--- src/rtl/smt_issue_pkg.sv ---
package smt_issue_pkg;
  parameter int NTHR  = 2;
  parameter int NLSU  = 2;
  parameter int NALU  = 2;
  parameter int NUNIT = NLSU + NALU;
  parameter int OP_W  = 2;
  parameter int ST_W  = 2;
  parameter int TID_W = (NTHR > 1) ? $clog2(NTHR) : 1;
  parameter int UID_W = $clog2(NUNIT);

  typedef enum logic [OP_W-1:0] {
    OP_ALU   = 2'd0,
    OP_LOAD  = 2'd1,
    OP_STORE = 2'd2,
    OP_ALT   = 2'd3
  } op_e;

  // Units this op may use: load/store units occupy the low indices.
  function automatic logic [NUNIT-1:0] unit_mask(input logic [OP_W-1:0] op,
                                                 input logic [ST_W-1:0] st);
    logic [NUNIT-1:0] m;
    m = '0;
    if (op == OP_LOAD || op == OP_STORE) begin
      if (st == 2'd1)      m[0] = 1'b1;
      else if (st == 2'd2) m[1] = 1'b1;
      else                 m[NLSU-1:0] = '1;
    end else begin
      m[NUNIT-1:NLSU] = '1;
    end
    return m;
  endfunction
endpackage

--- src/rtl/dispatch_fifo.sv ---
module dispatch_fifo #(
  parameter int DEPTH = 4,
  parameter int W     = 12
) (
  input  logic         clk,
  input  logic         rst,
  input  logic         in_valid,
  output logic         in_ready,
  input  logic [W-1:0] in_data,
  output logic         head_valid,
  output logic [W-1:0] head_data,
  input  logic         pop
);
  localparam int AW = (DEPTH > 1) ? $clog2(DEPTH) : 1;
  localparam int CW = $clog2(DEPTH + 1);

  logic [W-1:0]  mem [DEPTH];
  logic [AW-1:0] rd_ptr, wr_ptr;
  logic [CW-1:0] cnt;
  logic          push, do_pop;

  assign in_ready   = (cnt != CW'(DEPTH));
  assign head_valid = (cnt != '0);
  assign head_data  = mem[rd_ptr];
  assign push       = in_valid & in_ready;
  assign do_pop     = pop & head_valid;

  always_ff @(posedge clk) begin
    if (push) mem[wr_ptr] <= in_data;
  end

  always_ff @(posedge clk) begin
    if (rst) begin
      rd_ptr <= '0;
      wr_ptr <= '0;
      cnt    <= '0;
    end else begin
      if (push)   wr_ptr <= (wr_ptr == AW'(DEPTH - 1)) ? '0 : wr_ptr + 1'b1;
      if (do_pop) rd_ptr <= (rd_ptr == AW'(DEPTH - 1)) ? '0 : rd_ptr + 1'b1;
      case ({push, do_pop})
        2'b10:   cnt <= cnt + 1'b1;
        2'b01:   cnt <= cnt - 1'b1;
        default: cnt <= cnt;
      endcase
    end
  end


  fifo_fill_step_chk: assert property (@(posedge clk) disable iff (rst)
    (push && !do_pop) |=> (cnt == $past(cnt) + 1'b1));


  fifo_never_over_chk: assert property (@(posedge clk) disable iff (rst)
    (cnt <= CW'(DEPTH)));
endmodule

--- src/rtl/unit_busy_track.sv ---
module unit_busy_track #(
  parameter int N = 2
) (
  input  logic         clk,
  input  logic         rst,
  input  logic [N-1:0] miss,
  input  logic [N-1:0] fill,
  output logic [N-1:0] busy_q
);
  always_ff @(posedge clk) begin
    if (rst) busy_q <= '0;
    else     busy_q <= (busy_q & ~fill) | miss;
  end


  miss_sets_busy_chk: assert property (@(posedge clk) disable iff (rst)
    (miss != '0) |=> ((busy_q & $past(miss)) == $past(miss)));


  fill_frees_unit_chk: assert property (@(posedge clk) disable iff (rst)
    ((fill & ~miss) != '0) |=> ((busy_q & $past(fill & ~miss)) == '0));
endmodule

--- src/rtl/issue_arbiter.sv ---
module issue_arbiter
  import smt_issue_pkg::*;
#(
  parameter int NU = NUNIT,
  parameter int UW = UID_W
) (
  input  logic [NTHR-1:0]         req,
  input  logic [NTHR-1:0][NU-1:0] mask,
  input  logic [NU-1:0]           free,
  input  logic                    rr,
  output logic [NTHR-1:0]         grant,
  output logic [NTHR-1:0][UW-1:0] unit,
  output logic                    contested
);
  function automatic logic [UW-1:0] lowest(input logic [NU-1:0] v);
    logic [UW-1:0] r;
    r = '0;
    for (int i = NU - 1; i >= 0; i--) if (v[i]) r = UW'(i);
    return r;
  endfunction

  logic [NTHR-1:0][NU-1:0] cand;
  logic [NTHR-1:0][UW-1:0] first;
  logic [NTHR-1:0]         has;
  logic [NU-1:0]           left;
  logic                    p, o;

  always_comb begin
    for (int t = 0; t < NTHR; t++) begin
      cand[t]  = req[t] ? (mask[t] & free) : '0;
      has[t]   = |cand[t];
      first[t] = lowest(cand[t]);
    end
    p = rr;
    o = ~rr;
    grant    = '0;
    unit     = '0;
    grant[p] = has[p];
    unit[p]  = first[p];
    left     = cand[o] & ~(has[p] ? (NU'(1) << first[p]) : '0);
    grant[o] = |left;
    unit[o]  = lowest(left);
    contested = has[p] & has[o] & (first[p] == first[o]);
  end
endmodule

--- src/rtl/smt_issue_stage.sv ---
module smt_issue_stage
  import smt_issue_pkg::*;
#(
  parameter int TAG_W = 8,
  parameter int DEPTH = 4
) (
  input  logic                         clk,
  input  logic                         rst,
  input  logic [NTHR-1:0]              in_valid,
  output logic [NTHR-1:0]              in_ready,
  input  logic [NTHR-1:0][OP_W-1:0]    in_op,
  input  logic [NTHR-1:0][ST_W-1:0]    in_steer,
  input  logic [NTHR-1:0][TAG_W-1:0]   in_tag,
  input  logic [NLSU-1:0]              ls_miss,
  input  logic [NLSU-1:0]              ls_fill,
  output logic [NUNIT-1:0]             iss_valid,
  output logic [NUNIT-1:0][TID_W-1:0]  iss_thread,
  output logic [NUNIT-1:0][TAG_W-1:0]  iss_tag
);
  localparam int EW = OP_W + ST_W + TAG_W;

  logic [NTHR-1:0]            head_vld;
  logic [NTHR-1:0][EW-1:0]    head_data;
  logic [NTHR-1:0][NUNIT-1:0] head_mask;
  logic [NTHR-1:0]            gnt;
  logic [NTHR-1:0][UID_W-1:0] gnt_unit;
  logic [NLSU-1:0]            busy_q;
  logic [NUNIT-1:0]           unit_free;
  logic                       contested, rr;

  for (genvar t = 0; t < NTHR; t++) begin : g_thr
    dispatch_fifo #(.DEPTH(DEPTH), .W(EW)) u_fifo (
      .clk(clk), .rst(rst),
      .in_valid(in_valid[t]), .in_ready(in_ready[t]),
      .in_data({in_op[t], in_steer[t], in_tag[t]}),
      .head_valid(head_vld[t]), .head_data(head_data[t]),
      .pop(gnt[t])
    );
    assign head_mask[t] = unit_mask(head_data[t][EW-1 -: OP_W],
                                    head_data[t][TAG_W +: ST_W]);
  end

  unit_busy_track #(.N(NLSU)) u_busy (
    .clk(clk), .rst(rst), .miss(ls_miss), .fill(ls_fill), .busy_q(busy_q)
  );

  assign unit_free = {{NALU{1'b1}}, ~(busy_q | ls_miss)};

  issue_arbiter u_arb (
    .req(head_vld), .mask(head_mask), .free(unit_free), .rr(rr),
    .grant(gnt), .unit(gnt_unit), .contested(contested)
  );

  always_ff @(posedge clk) begin
    if (rst) begin
      iss_valid  <= '0;
      iss_thread <= '0;
      iss_tag    <= '0;
      rr         <= 1'b0;
    end else begin
      iss_valid  <= '0;
      iss_thread <= '0;
      iss_tag    <= '0;
      for (int t = 0; t < NTHR; t++) begin
        if (gnt[t]) begin
          iss_valid[gnt_unit[t]]  <= 1'b1;
          iss_thread[gnt_unit[t]] <= TID_W'(t);
          iss_tag[gnt_unit[t]]    <= head_data[t][TAG_W-1:0];
        end
      end
      if (contested) rr <= ~rr;
    end
  end

  // Assertions
  logic [NUNIT-1:0] from_t1;
  always_comb
    for (int u = 0; u < NUNIT; u++) from_t1[u] = (iss_thread[u] != '0);

  for (genvar u = 0; u < NLSU; u++) begin : g_lsu_chk

    no_busy_issue_chk: assert property (@(posedge clk) disable iff (rst)
      iss_valid[u] |-> !$past(busy_q[u] | ls_miss[u]));
  end


  one_per_thread_chk: assert property (@(posedge clk) disable iff (rst)
    ($countones(iss_valid & from_t1) <= 1) && ($countones(iss_valid & ~from_t1) <= 1));


  distinct_unit_chk: assert property (@(posedge clk) disable iff (rst)
    (gnt == 2'b11) |-> (gnt_unit[0] != gnt_unit[1]));

  for (genvar t = 0; t < NTHR; t++) begin : g_thr_chk

    allowed_unit_chk: assert property (@(posedge clk) disable iff (rst)
      gnt[t] |-> (head_mask[t][gnt_unit[t]] && unit_free[gnt_unit[t]]));
  end
endmodule

--- config.mk ---
export PLATFORM = sky130hd
export DESIGN_NAME = smt_issue_stage
export DESIGN_NICKNAME = d
export VERILOG_FILES = /design/src/rtl/smt_issue_pkg.sv /design/src/rtl/dispatch_fifo.sv /design/src/rtl/unit_busy_track.sv /design/src/rtl/issue_arbiter.sv /design/src/rtl/smt_issue_stage.sv
export SDC_FILE = /design/constraint.sdc
export NUM_CORES = 1
export LEC_CHECK = 0
export ABC_AREA = 1
export BUFFER_PORTS_ARGS = -buffer_cell sky130_fd_sc_hd__buf_2
export CORE_MARGIN = 2
export CORE_UTILIZATION = 50
export DETAILED_ROUTE_END_ITERATION = 16
export PLACE_DENSITY = 0.7
export REMOVE_ABC_BUFFERS = 1
export SLEW_MARGIN = 20
export SYNTH_ARGS = -nofsm -noshare
export SYNTH_HDL_FRONTEND = slang
export SYNTH_SLANG_ARGS = --single-unit
--- constraint.sdc ---
create_clock -name clk -period 6.6 [get_ports clk]
set_input_delay 1.32 -clock clk [delete_from_list [all_inputs] [get_ports clk]]
set_output_delay 1.32 -clock clk [all_outputs]
set_load 0.05 [all_outputs]
==> summary.txt <==
Timing
  – FMAX: 0.239 GHz
  – Unrepaired setup endpoints after global routing: no
  – Part of the cycle the worst path needs: 0.633
  – Layout Skew: 0.00660 ns
  – Max transition margin: 0.424
  – Number of max-slew violations in the final report: 0
  – Slew at the pin with the worst max-slew slack: 0.863 ns
  – Final critical-path required period: 4.18 ns
  – Final Setup Violations: 0
  – Total Negative Setup Slacks: 0 ns
  – Final Hold Fails: 0

Logic synthesis
  – Post-synth top area share: 0.432
  – Primary FF master, synth: edfxtp_1
  – Async set-reset flop share out of synthesis: 0
  – Number of flip-flops and latches in the synthesized netlist: 157
  – Synth area leaders: edfxtp_1, dfxtp_1, nand2_1
  – Part of the Yosys area used for sequential elements: 0.614
  – Count of different cell masters after synthesis: 38
  – Leading post-synthesis cells by instance count: nand2_1, edfxtp_1, inv_1
  – Cell taking the most area after synthesis: edfxtp_1
  – Number of enable-type register cells in the synthesized netlist: 96
  – Total standard cell area after synthesis: 6680 sq um
  – Number of synthesis warnings: 0
  – Post-Syn Instances: 653
  – Syn Area/Cell: 10.2 sq um
  – Count leader, synth: nand2_1

Layout
  – Post-layout instance count excluding filler cells: 916
  – Final Core Density: 0.590
  – Fraction of layout cells with a size suffix above 1: 0.242
  – Antenna diode instance count: 0
  – Layout area overhead: 16.1%
  – Number of nets in the finished design: 773
  – Layout Cell Area excl Fill: 7750 sq um
  – Count of fill cells added during filler insertion: 1,075

Clock tree
  – Hold_buf cts: 0
  – Bufs on Longest Clock Path: 2
  – TritonCTS buffer count: 17
  – Setup bufs post-CTS: 0
  – CTS root buf: clkbuf_16
  – Clock slew at the register clock pins of the worst setup and hold paths: 0.06 ns
  – CTS tree: done
  – Clock Latency Late Sink: 0.43 ns
  – H-tree levels: 4
  – Number of gates given a new drive strength after cts: 0
  – Count of clock tree sinks: 157

Hold path
  – Tightest Hold Check Type: reg2reg
  – Worst hold endpoint: g_thr[1].u_fifo.cnt[0]$_SDFFE_PP0P_
  – Worst Hold Depth: 1
  – Hold path startpoint: g_thr[1].u_fifo.cnt[0]$_SDFFE_PP0P_

Critical path
  – Endpoint kind of the worst setup timing path: flop
  – Top cell by count, worst path: nand2_1
  – Slowest stage delay, CP: 0.85 ns
  – Arrival @ worst endpoint: 4.49 ns
  – Highest net fanout along the worst path: 23
  – RR Endpoint: g_thr[0].u_fifo.cnt[2]$_SDFFE_PP0P_
  – R2r worst-path depth: 19
  – Kind of cell adding the most delay to the critical path: simple AND/OR/NAND/NOR gates
  – Worst-case register-to-register setup slack: 2.42 ns
  – Library cell contributing the largest single delay on the critical path: dfxtp_1
  – Startpoint Class: flop
  – Data required time of the worst path: 6.91 ns
  – Worst path bufs/invs: 3
  – Critical path cell sequence: inv_2 > o21ai_1 > nand3_1 > nand3_1 > nand2_1 > nor2_2 > nor2_1 > nand2_1 > nand2_2 > nand4_1 > nand2_1 > inv_1 > ha_1 > inv_1 > fa_1 > a21oi_1 > o21ai_0 > o21ai_0 > a21oi_1
  – CP Class: reg2reg

Global route
  – GR Layer Usage met1: 0.253
  – Congestion Overflow GR: 0
  – First-pass GRT wire length: 22,100 um
  – Number of global-route vias before repair: 4,556
  – Busiest layer in global routing: met2
  – Antenna violations before repair: 0
  – Global routing usage summed across all routing layers: 0.201
  – Met2 Use GR: 0.337
  – Grt met3 use: 0.0494
  – Largest net degree at the start of global routing: 28

Floorplan
  – Die boundary height: 120 um
  – Initial Util: 0.508
  – Die X-Extent: 120 um
  – Die area: 14,300 sq um
  – IO Pins: 74
  – Core area: 13,100 sq um
  – FP Rows: 42

Power and ir drop
  – Power Dens Cells: 483 nW/um^2
  – Worst IR Drop VDD: 0.256 mV
  – Leakage: 3.28 nW

Placement
  – Cell Area, Placed: 7160 sq um
  – Count of input and output buffers: 73
  – Placed Instances: 884
  – Routability-driven placement congestion ratio: 0.858
  – Detailed-placement wirelength estimate: 9380 um

Detailed routing
  – DRC violation count after routing: 0
  – Wire length per cell: 15.0 um
  – DR vias/cell: 5.14
  – Via Count: 4,706
  – Pre-antenna DRT Iters: 5
  – Antenna violation net count after detailed routing: 0
  – Total wire length: 13,700 um
  – Number of design-rule violations left by the first detailed-router iteration: 463

Run
  – Max capacitance violation total: 0

Status
  – Run status: finished, final reports clean
==> cell usage in the layout (no fill, tap or decap), types with 18 or more instances in the layout <==
| cell type | instances |
|---|---|
| a21oi_1 | 29 |
| buf_2 | 73 |
| dfxtp_1 | 61 |
| edfxtp_1 | 96 |
| inv_1 | 63 |
| nand2_1 | 146 |
| nand2_2 | 20 |
| nand3_1 | 40 |
| nor2_1 | 43 |
| o21ai_0 | 21 |
| o21ai_1 | 18 |
==> how the worst max path moves through the flow <==
stage / to / cells after the start / from
global placement: g_thr[0].u_fifo.cnt[2]$_SDFFE_PP0P_ / 19 / ls_miss[1]
CTS: g_thr[0].u_fifo.cnt[2]$_SDFFE_PP0P_ / 19 / flop
floorplan: g_thr[0].u_fifo.cnt[2]$_SDFFE_PP0P_ / 18 / ls_miss[1]
global route: g_thr[0].u_fifo.cnt[2]$_SDFFE_PP0P_ / 19 / flop
finish: g_thr[0].u_fifo.cnt[2]$_SDFFE_PP0P_ / 19 / flop
detailed placement: g_thr[0].u_fifo.cnt[2]$_SDFFE_PP0P_ / 19 / flop
==> through the flow <==
stage          hold slack (ns)  setup slack (ns)  power (W)
3_3_place_gp             0.454              2.67    0.00275
3_5_place_dp             0.475              2.47    0.00279
5_1_grt                  0.514              2.01    0.00395
6_report                 0.482              2.42    0.00374
4_1_cts                  0.490              2.47    0.00375
2_1_floorplan            0.444              3.05    0.00243
==> logic make-up after synthesis <==
kind of cell | count (synthesis) | share of synthesized area
AND/OR/NAND/NOR | 295 | 0.212
flip-flops | 157 | 0.614
XOR/XNOR | 2 | 0.00262
adder cells (fa/ha/maj) | 14 | 0.0285
buffers and inverters | 94 | 0.0609
AO/OA/AOI/OAI | 91 | 0.0811
==> registers in the layout, indices dropped and copies added (netlist names), named ones only <==
name / cells
g_thr.u_fifo.wr_ptr: 4
rr: 1
u_busy.busy_q: 2
iss_thread: 4
iss_valid: 4
g_thr.u_fifo.rd_ptr: 4
g_thr.u_fifo.mem: 96
g_thr.u_fifo.cnt: 6
iss_tag: 32
==> per-layer routing <==
layer	wire length (um)	share of wire
met1	6040	0.44
met4	281	0.020
met3	655	0.048
met2	6750	0.49
met5	0	0
==> report_power, final <==
part | internal, W | leakage [nW] | switching (W)
Combinational | 0.000391 | 1.63 | 0.00107
Clock | 0.000568 | 0.269 | 0.000388
Sequential | 0.00122 | 1.38 | 0.000106
Total | 0.00218 | 3.28 | 0.00157
==> area by class of cell <==
type,count,area (sq um),area share
multi-input combinational,402,2180,0.281
tap,176,220,0.0284
timing repair buffer,76,388,0.0500
sequential,157,4100,0.529
clock buffer,20,447,0.0576
clock inverter,12,138,0.0178
inverter,73,274,0.0354
Power figures use the tool's default switching activity.
